--- src/rtl/irq_aggr_pkg.sv ---
package irq_aggr_pkg;
  localparam int MaxCores  = 2;
  localparam int MaxGroups = 4;
  localparam int MaxSlots  = MaxCores * MaxGroups;

  typedef struct packed {
    logic [MaxSlots-1:0] enWrite;   // one strobe per (core, group) enable word
    logic                rdStrobe;  // a read is accepted this cycle
    logic                rdMapped;  // the read hits a real register
    logic                rdEnable;  // 1 = enable word, 0 = status word
    logic                rdCore;
    logic [1:0]          rdGroup;
  } aggrStrobe_t;
endpackage

--- src/rtl/irq_aggr_ctrl.sv ---
module irq_aggr_ctrl
  import irq_aggr_pkg::*;
#(
  parameter int NUM_CORES = 2,
  parameter int GROUPS    = 2,
  parameter int ADDR_W    = 6
) (
  input  logic              busValid,
  input  logic              busWrite,
  input  logic [ADDR_W-1:0] busAddr,
  output aggrStrobe_t       strobe
);
  int   coreIdx;
  int   word;
  int   grp;
  logic coreOk;
  logic isStat;
  logic isEn;
  logic unusedLow;

  assign unusedLow = ^busAddr[1:0];

  always_comb begin
    coreIdx = int'(busAddr[ADDR_W-1:5]);
    word    = int'(busAddr[4:2]);
    coreOk  = coreIdx < NUM_CORES;
    isStat  = word < GROUPS;
    isEn    = !isStat && (word < 2 * GROUPS);
    grp     = isStat ? (GROUPS - 1 - word) : (2 * GROUPS - 1 - word);

    strobe          = '0;
    strobe.rdStrobe = busValid && !busWrite;
    strobe.rdMapped = coreOk && (isStat || isEn);
    strobe.rdEnable = isEn;
    strobe.rdCore   = busAddr[5];
    strobe.rdGroup  = 2'(grp);
    for (int s = 0; s < MaxSlots; s++) begin
      strobe.enWrite[s] = busValid && busWrite && coreOk && isEn &&
                          (s == coreIdx * MaxGroups + grp);
    end
  end
endmodule

--- src/rtl/irq_aggr_datapath.sv ---
module irq_aggr_datapath
  import irq_aggr_pkg::*;
#(
  parameter int NUM_LINES = 64,
  parameter int NUM_CORES = 2,
  parameter int GROUPS    = NUM_LINES / 32
) (
  input  logic                 clk,
  input  logic                 rstN,
  input  logic [NUM_LINES-1:0] irqIn,
  input  logic [31:0]          busWdata,
  input  aggrStrobe_t          strobe,
  output logic [31:0]          busRdata,
  output logic [NUM_CORES-1:0] cpuIrq
);
  logic [NUM_LINES-1:0] syncA;
  logic [NUM_LINES-1:0] syncB;
  logic [NUM_CORES-1:0][GROUPS-1:0][31:0] enReg;
  logic [NUM_CORES-1:0][GROUPS-1:0][31:0] statusW;
  logic [NUM_CORES-1:0] anyPend;
  logic [31:0] readWord;
  logic unusedStrobe;

  assign unusedStrobe = ^strobe.enWrite;

  // two-flop synchronizer on every line
  always_ff @(posedge clk) begin
    if (!rstN) begin
      syncA <= '0;
      syncB <= '0;
    end else begin
      syncA <= irqIn;
      syncB <= syncA;
    end
  end

  // per-core enable banks
  always_ff @(posedge clk) begin
    if (!rstN) begin
      enReg <= '0;
    end else begin
      for (int c = 0; c < NUM_CORES; c++) begin
        for (int g = 0; g < GROUPS; g++) begin
          if (strobe.enWrite[c * MaxGroups + g]) enReg[c][g] <= busWdata;
        end
      end
    end
  end

  // live masked status and per-core request
  genvar gc, gg;
  generate
    for (gc = 0; gc < NUM_CORES; gc++) begin : g_core
      for (gg = 0; gg < GROUPS; gg++) begin : g_grp
        assign statusW[gc][gg] = syncB[gg*32 +: 32] & enReg[gc][gg];
      end
      assign anyPend[gc] = |statusW[gc];
    end
  endgenerate

  always_ff @(posedge clk) begin
    if (!rstN) cpuIrq <= '0;
    else       cpuIrq <= anyPend;
  end

  // read mux
  always_comb begin
    readWord = '0;
    for (int c = 0; c < NUM_CORES; c++) begin
      for (int g = 0; g < GROUPS; g++) begin
        if (strobe.rdMapped && (c == int'(strobe.rdCore)) &&
            (g == int'(strobe.rdGroup))) begin
          readWord = strobe.rdEnable ? enReg[c][g] : statusW[c][g];
        end
      end
    end
  end

  always_ff @(posedge clk) begin
    if (!rstN)                busRdata <= '0;
    else if (strobe.rdStrobe) busRdata <= readWord;
  end
endmodule

--- src/rtl/irq_aggr.sv ---
module irq_aggr
  import irq_aggr_pkg::*;
#(
  parameter int NUM_LINES = 64,
  parameter int NUM_CORES = 2,
  parameter int ADDR_W    = 6
) (
  input  logic                 clk,
  input  logic                 rstN,
  input  logic [NUM_LINES-1:0] irqIn,
  input  logic                 busValid,
  input  logic                 busWrite,
  input  logic [ADDR_W-1:0]    busAddr,
  input  logic [31:0]          busWdata,
  output logic [31:0]          busRdata,
  output logic [NUM_CORES-1:0] cpuIrq
);
  localparam int Groups = NUM_LINES / 32;

  aggrStrobe_t strobe;

  irq_aggr_ctrl #(
    .NUM_CORES(NUM_CORES),
    .GROUPS   (Groups),
    .ADDR_W   (ADDR_W)
  ) u_ctrl (
    .busValid(busValid),
    .busWrite(busWrite),
    .busAddr (busAddr),
    .strobe  (strobe)
  );

  irq_aggr_datapath #(
    .NUM_LINES(NUM_LINES),
    .NUM_CORES(NUM_CORES),
    .GROUPS   (Groups)
  ) u_dp (
    .clk     (clk),
    .rstN    (rstN),
    .irqIn   (irqIn),
    .busWdata(busWdata),
    .strobe  (strobe),
    .busRdata(busRdata),
    .cpuIrq  (cpuIrq)
  );
endmodule

--- config.mk ---
export PLATFORM = sky130hd
export DESIGN_NAME = irq_aggr
export DESIGN_NICKNAME = d
export VERILOG_FILES = /design/src/rtl/irq_aggr_pkg.sv /design/src/rtl/irq_aggr_ctrl.sv /design/src/rtl/irq_aggr_datapath.sv /design/src/rtl/irq_aggr.sv
export SDC_FILE = /design/constraint.sdc
export NUM_CORES = 1
export LEC_CHECK = 0
export ABC_CLOCK_PERIOD_IN_PS = 3100
export BUFFER_PORTS_ARGS = -buffer_cell sky130_fd_sc_hd__buf_2
export CAP_MARGIN = 25
export CORE_AREA = 2 2 156 158
export CTS_CLUSTER_DIAMETER = 100
export DETAILED_ROUTE_END_ITERATION = 10
export DIE_AREA = 0 0 158 160
export PLACE_DENSITY = 0.69
export SETUP_SLACK_MARGIN = 0.5
export SYNTH_ARGS = -nofsm -noshare
export SYNTH_HDL_FRONTEND = slang
export SYNTH_SLANG_ARGS = --single-unit
--- constraint.sdc ---
create_clock -name clk -period 3.1 [get_ports clk]
set_input_delay 0.465 -clock clk [delete_from_list [all_inputs] [get_ports clk]]
set_output_delay 0.465 -clock clk [all_outputs]
set_load 0.01 [all_outputs]
[Word level (Yosys, flattened, before mapping)]
Cells that the tools add are included.
Widths: inputs -> output; s select.
Word-level totals
  input bits: 106
  bits in registers: 290
  logic and storage cells: 52
  output and inout port bits: 34
Cells by class
  muxes and demuxes: 9
  $add $sub $neg: 3
  bitwise logic cells: 5
  reduce and logical (&&, ||, !) cells: 21
  $lt $le $gt $ge: 2
  eq/ne operators: 4
Operator list (count)
  $mux 32: 9
  $and 32x32->32: 4
  $reduce_or 64->1: 2
  $eq 4x32->1 const A: 2
  $add 4x32->32: 1
  $eq 2x32->1 const A: 1
  $logic_not 32->1: 1
  $logic_and 1x1->1: 14
  $sub 1x3->4 const A: 1
  $sub 2x3->4 const A: 1
  $lt 3x2->1 const B: 1
  $lt 3x3->1 const B: 1
  $eq 2x2->1 const A: 1
  $logic_not 1->1: 2
  $logic_not 2->1: 1
  $logic_or 1x1->1: 1
  $not 1->1: 1

[Depth between registers and ports, before layout]
  word-level depth: 10
  mapped depth: 14
  gate-level depth less buffers: 12

[By module]
A second synthesis with hierarchy kept.
Unflattened totals
  cells, all modules: 1148
  area, all modules: 11491.0 sq um
By module, submodules not included
  irq_aggr_datapath: times used 1, seq. area each 5805.6 sq um, cells an instance 1123, area each 11307.1 sq um
  irq_aggr_ctrl: times used 1, seq. area each 0.0 sq um, cells an instance 25, area each 183.9 sq um

[Worst setup path before layout]
Ideal clock, no wire load.
  path kind: input-to-reg
  start point: input busAddr[4]
  end point: register u_dp.enReg[10] in the netlist's numbering
  stages on the path: 13
  setup time: 116 ps
  path slack: 479 ps
  required time: 2984 ps
  path buffers: 1
  arrival: 2505 ps
  cells stage by stage: inv_1 > ha_1 > nor2_1 > a21o_1 > ha_1 > inv_1 > ha_1 > nand4_2 > or2_4 > nor4b_4 > buf_6 > mux2i_1 > nor2b_1
On the way
  word-level cells in the longest chain between the ends: 5
  elaborated cells on any way between the ends: 11
  those cells by class: 3 x add/sub; 2 x order compare; 1 x mux; 5 x reduce/logical
RTL lines
  start: declaration: line irq_aggr.sv:13  | input logic [ADDR_W-1:0] busAddr,
  $sub 2x3->4, or another cell as far along: line irq_aggr_ctrl.sv:29  | grp = isStat ? (GROUPS - 1 - word) : (2 * GROUPS - 1 - word);
  $mux 32 or $logic_not 1->1 (tied branches): line irq_aggr_ctrl.sv:29, irq_aggr_ctrl.sv:28
  $add 4x32->32 or $logic_and 1x1->1 (tied branches): line irq_aggr_ctrl.sv:39, irq_aggr_ctrl.sv:28
  $logic_not 32->1 or $logic_and 1x1->1 (tied branches): line irq_aggr_ctrl.sv:39, irq_aggr_ctrl.sv:38
  $logic_and 1x1->1 (*): line irq_aggr_ctrl.sv:38  | strobe.enWrite[s] = busValid && busWrite && coreOk && isEn &&
  end signal: indexed assignment: line irq_aggr_datapath.sv:44  | if (strobe.enWrite[c * MaxGroups + g]) enReg[c][g] <= busWdata;
  end: declaration: line irq_aggr_datapath.sv:18  | logic [NUM_CORES-1:0][GROUPS-1:0][31:0] enReg;
Mark *: on every way between the ends. The rest lies on a longest branch, timed or not.
A chain may end at the register's enable or synchronous reset.

[Worst setup path in the final report]
  start point: input busAddr[4]
  end point: register u_dp.enReg[29] in the netlist's numbering
The elaborated chain is that of the path after synthesis.

==> results.md <==
- After detailed routing, the number of vias per cell comes to 5.81.
- The worst-case hold path end point is u_dp.syncA[38].
- The largest fanout on the critical path is 18.
- The source-to-sink clock delay at the later pin of the worst-skew pair is 0.55 ns.
- Counting flops and latches in the post-synthesis netlist gives 290.
- STA classifies the critical path endpoint as a flop.
- Of the post-synthesis cell area, the dominant cell type holds 0.500.
- Across the routed clock network, the largest skew measured is 0.00826 ns.
- In this run the most critical hold path is launched from irqIn[38].
- The fraction of synthesis flops using an asynchronous set or reset pin is 0.
- The power share of the clock group is 0.471.
- The TritonCTS clock tree is yes.
- Yosys printed 0 warnings.
- The synthesized design contains 0 enable-type register cells.
- The total negative setup slack is 0 ns.
- The flow ran to the end, and the final reports show no timing, DRC or antenna violations.
- From bottom edge to top edge, the die measures 160 um.
- Summed over all layers, the global routing overflow is 0.
- The post-route cell area is 13700 um2.
- Clock-pin slew was measured on the worst setup and hold paths at 0.06 ns.
- STA puts the critical path data required time at 3.53 ns.
- After synthesis, the netlist uses 40 different library cells.
- The share of total power dissipated in combinational logic is 0.055.
- Measured along the x axis, the die boundary spans 158 um.
- The count of hold-fix buffers inserted at cts is 0.
- In the final routed layout, each cell accounts on average for 21.8 um.
- The die covers 25300 um2.
- The startpoint type of the worst setup path is a primary input.
- Setup repair after global routing left no endpoint under its margin.
- The sequential share of the synthesized area is 0.500.
- The share of total power dissipated in sequential elements is 0.473.
- The worst hold path passes through 2 cells.
- The floorplan step defined a core boundary enclosing 23800 um2.
- Tracing the worst setup path back leads to its startpoint at busAddr[4].
- For this configuration, the core starts out at a cell density of 0.487.
- CTS built an H-tree with a depth of 1.
- The DRC marker count from the first detailed-route iteration is 1008.
- Of the cells placed in the final design, the portion with a size suffix greater than 1 is 0.171.
- The synthesized design spends more area on one cell type than any other, namely sky130_fd_sc_hd__dfxtp_1.
- The via count of the first global-routing pass came to 8819.
- By area the synthesized netlist is led by sky130_fd_sc_hd__dfxtp_1, sky130_fd_sc_hd__and2_1, sky130_fd_sc_hd__mux2i_1.
- The commonest register cell after synthesis is sky130_fd_sc_hd__dfxtp_1.
- For this run, the top clock speed supported by timing is 0.411 GHz.
- The layout net count is 1406.
- The total clock buffers created by CTS is 30.
- The headroom to the max-slew limit is 0.479.
- The endpoint of the worst-slack reg-to-reg timing path is u_dp.cpuIrq[1].
- Across the run, the number of max-cap violations was 0.
- The final number of setup-violating endpoints is 0.
- The first detailed-routing pass took 5 iterations.
- The number of top-level pins is between 100 and 150.
- Synthesis handed over a netlist of 1196 instances.
- The synthesized netlist occupies a cell area of 11600 um2.
- The detailed-placement wirelength estimate is 24.3 mm.
- The worst path needs 2.43 ns of the cycle, external delays included.
- The worst hold path belongs to the class in2reg.
- The synthesis-to-finish area growth is 18.3%.
- Input and output buffers added on the ports amount to roughly 140.
- The net switching power figure is 1.87 mW.
- The worst setup path is of the in2reg kind.
- The cell-internal power is 6.45 mW.
- The floorplan has 57 rows.
- In the routed design, unresolved DRC markers number 0.
- Clock tree synthesis found a total of 290 sinks.
- The library cell used as clock root buffer is sky130_fd_sc_hd__clkbuf_16.
- The total detailed-routing wirelength is 35.8 mm.
- The global-route usage over all layers is 0.276.
- The number of nets still failing antenna checks after routing is 0.
- The synthesized net count is ~1.3k.
- The worst register-to-register path has a depth of 5.
- Summing all placed instances gives a cell area of 12600 um2.
- The max-slew violation count is 0.
- Of the available clock period, the critical path in the final layout requires 0.785.
- VDD sags by at most 0.407 mV.
- The final weighted congestion in routability-driven placement is 0.967.
- For this design the static power due to leakage is 4.90 nW.
- The setup check on the worst reg-to-reg path leaves a slack of 1.14 ns.
- Data arrives at the worst endpoint at 2.87 ns.
- The switching portion of total power is 0.224.
- The number of endpoints with negative hold slack in the final report is 0.
- The clock passes through at most 3 buffers.
- The via count is about 9.6k.
- The worst-margin pin slew is between 0.7 and 0.8 ns.
- The pin count of the biggest net entering global routing is 117.
- The wire length of the first global-routing pass is roughly 53 mm.
- The per-instance average area after synthesis is 9.70 um2.
- The initial antenna violation count is 4.
- The origin of the critical flop-to-flop path is u_dp.syncB[16].
- The power per standard cell area is 606 nW/um2.
[synthesized netlist by cell type (5+ instances only)]
cell type,n
sky130_fd_sc_hd__nand2_1,129
sky130_fd_sc_hd__buf_2,12
sky130_fd_sc_hd__mux2i_1,64
sky130_fd_sc_hd__a221oi_1,18
sky130_fd_sc_hd__a22oi_1,28
sky130_fd_sc_hd__ha_1,5
sky130_fd_sc_hd__nor2b_1,77
sky130_fd_sc_hd__nor2_1,12
sky130_fd_sc_hd__o221ai_1,12
sky130_fd_sc_hd__and2_1,130
sky130_fd_sc_hd__a21boi_0,47
sky130_fd_sc_hd__a221o_1,20
sky130_fd_sc_hd__a22o_1,18
sky130_fd_sc_hd__o211ai_1,52
sky130_fd_sc_hd__a31oi_1,30
sky130_fd_sc_hd__nand4_1,10
sky130_fd_sc_hd__o311a_1,10
sky130_fd_sc_hd__clkbuf_1,73
sky130_fd_sc_hd__dfxtp_1,290
sky130_fd_sc_hd__a21boi_1,19
sky130_fd_sc_hd__o21ai_0,86
sky130_fd_sc_hd__o21a_1,20
sky130_fd_sc_hd__nor3_1,6
[cell usage in the layout (no fill, tap or decap), types with 4 or more instances in the layout]
cell type	count
sky130_fd_sc_hd__a22oi_1	28
sky130_fd_sc_hd__buf_12	8
sky130_fd_sc_hd__and2_1	130
sky130_fd_sc_hd__o21ai_0	86
sky130_fd_sc_hd__a22o_1	18
sky130_fd_sc_hd__o21a_1	20
sky130_fd_sc_hd__a31oi_1	30
sky130_fd_sc_hd__nor2b_1	76
sky130_fd_sc_hd__o211ai_1	52
sky130_fd_sc_hd__o221ai_1	12
sky130_fd_sc_hd__clkbuf_8	7
sky130_fd_sc_hd__buf_2	136
sky130_fd_sc_hd__nand2_1	129
sky130_fd_sc_hd__mux2i_1	64
sky130_fd_sc_hd__dfxtp_1	290
sky130_fd_sc_hd__a221oi_1	18
sky130_fd_sc_hd__o311a_1	10
sky130_fd_sc_hd__a21boi_0	47
sky130_fd_sc_hd__a221o_1	20
sky130_fd_sc_hd__bufinv_16	5
sky130_fd_sc_hd__clkbuf_16	31
sky130_fd_sc_hd__clkinvlp_4	4
sky130_fd_sc_hd__nor2_1	11
sky130_fd_sc_hd__nor3_1	6
sky130_fd_sc_hd__nand4_1	10
sky130_fd_sc_hd__a21boi_1	19
sky130_fd_sc_hd__buf_4	14
[timing repair]
item                                   in CTS  in global routing
setup endpoints to repair                   0                 11
gates resized for setup                     0                  2
setup buffers                               0                  0
endpoints found under the hold margin       0                  0
[power by group through the flow]
stage                     registers, mW  clock network (mW)  logic, mW
after global placement             4.01                   0      0.454
after global routing               3.94                4.11      0.501
final                              3.94                3.92      0.461
after floorplan                    3.97                   0      0.253
after CTS                          3.93                3.95      0.460
after detailed placement           4.01                   0      0.458
[layer usage]
metal | vias to the layer above | global-route usage | routed length (um)
met4 | 2 | 0.126 | 1650
li1 | 4474 | - | -
met5 | - | 0 | 16
met1 | 4384 | 0.396 | 15300
met2 | 566 | 0.393 | 14800
met3 | 127 | 0.0611 | 4090
[flip-flops by register name (all words and copies together), names as in the netlist]
register and flops:
u_dp.busRdata 32, u_dp.cpuIrq 2, u_dp.enReg 128, u_dp.syncA 64, u_dp.syncB 64
[worst max-delay path, stage by stage]
cell and delay, ns:
sky130_fd_sc_hd__buf_2 0.16, sky130_fd_sc_hd__inv_1 0.15, sky130_fd_sc_hd__ha_4 0.29, sky130_fd_sc_hd__a21o_1 0.10
sky130_fd_sc_hd__ha_1 0.13, sky130_fd_sc_hd__inv_1 0.04, sky130_fd_sc_hd__ha_1 0.27, sky130_fd_sc_hd__nand4_2 0.07
sky130_fd_sc_hd__or2_4 0.26, sky130_fd_sc_hd__nor4b_4 0.29, sky130_fd_sc_hd__buf_6 0.32, sky130_fd_sc_hd__mux2i_1 0.24
sky130_fd_sc_hd__nor2b_1 0.06
[worst max-delay path by stage]
stage / end / slack [ns] / cells after the start
6_report: u_dp.enReg[29] / 0.67 / 13
5_1_grt: u_dp.enReg[29] / 0.51 / 14
4_1_cts: u_dp.enReg[29] / 0.63 / 13
3_5_place_dp: u_dp.enReg[20] / 0.07 / 13
3_3_place_gp: u_dp.enReg[8] / 0.10 / 13
2_1_floorplan: u_dp.enReg[10] / 0.50 / 12
[logic make-up after synthesis]
group                      share of synthesized area
and+or+nand+nor                                0.178
AOI/OAI and AO/OA                              0.225
DFF                                            0.500
buffers and inverters                         0.0359
muxes                                         0.0552
adders and majority gates                    0.00539
[layout make-up]
cell class | count | area [um2]
fill | 2146 | 10100
sequential | 290 | 5810
multi-input combinational | 809 | 5420
timing repair buffer | 161 | 980
clock buffer | 40 | 880
tap | 324 | 405
clock inverter | 15 | 225
inverter | 3 | 11.3
antenna | 2 | 5.00
[through the flow]
stage	power, mW	worst slack [ns]	utilization	std cells	hold WS (ns)
detailed placement	4.47	0.0673	0.530	1587	0.418
global route	8.55	0.510	0.576	1643	0.113
floorplan	4.23	0.499	-	1196	0.412
CTS	8.34	0.632	0.576	1642	0.110
global placement	4.46	0.103	0.530	1587	0.418
finish	8.31	0.667	0.576	1644	0.119
Note: power is estimated with default switching activity, not from simulation.
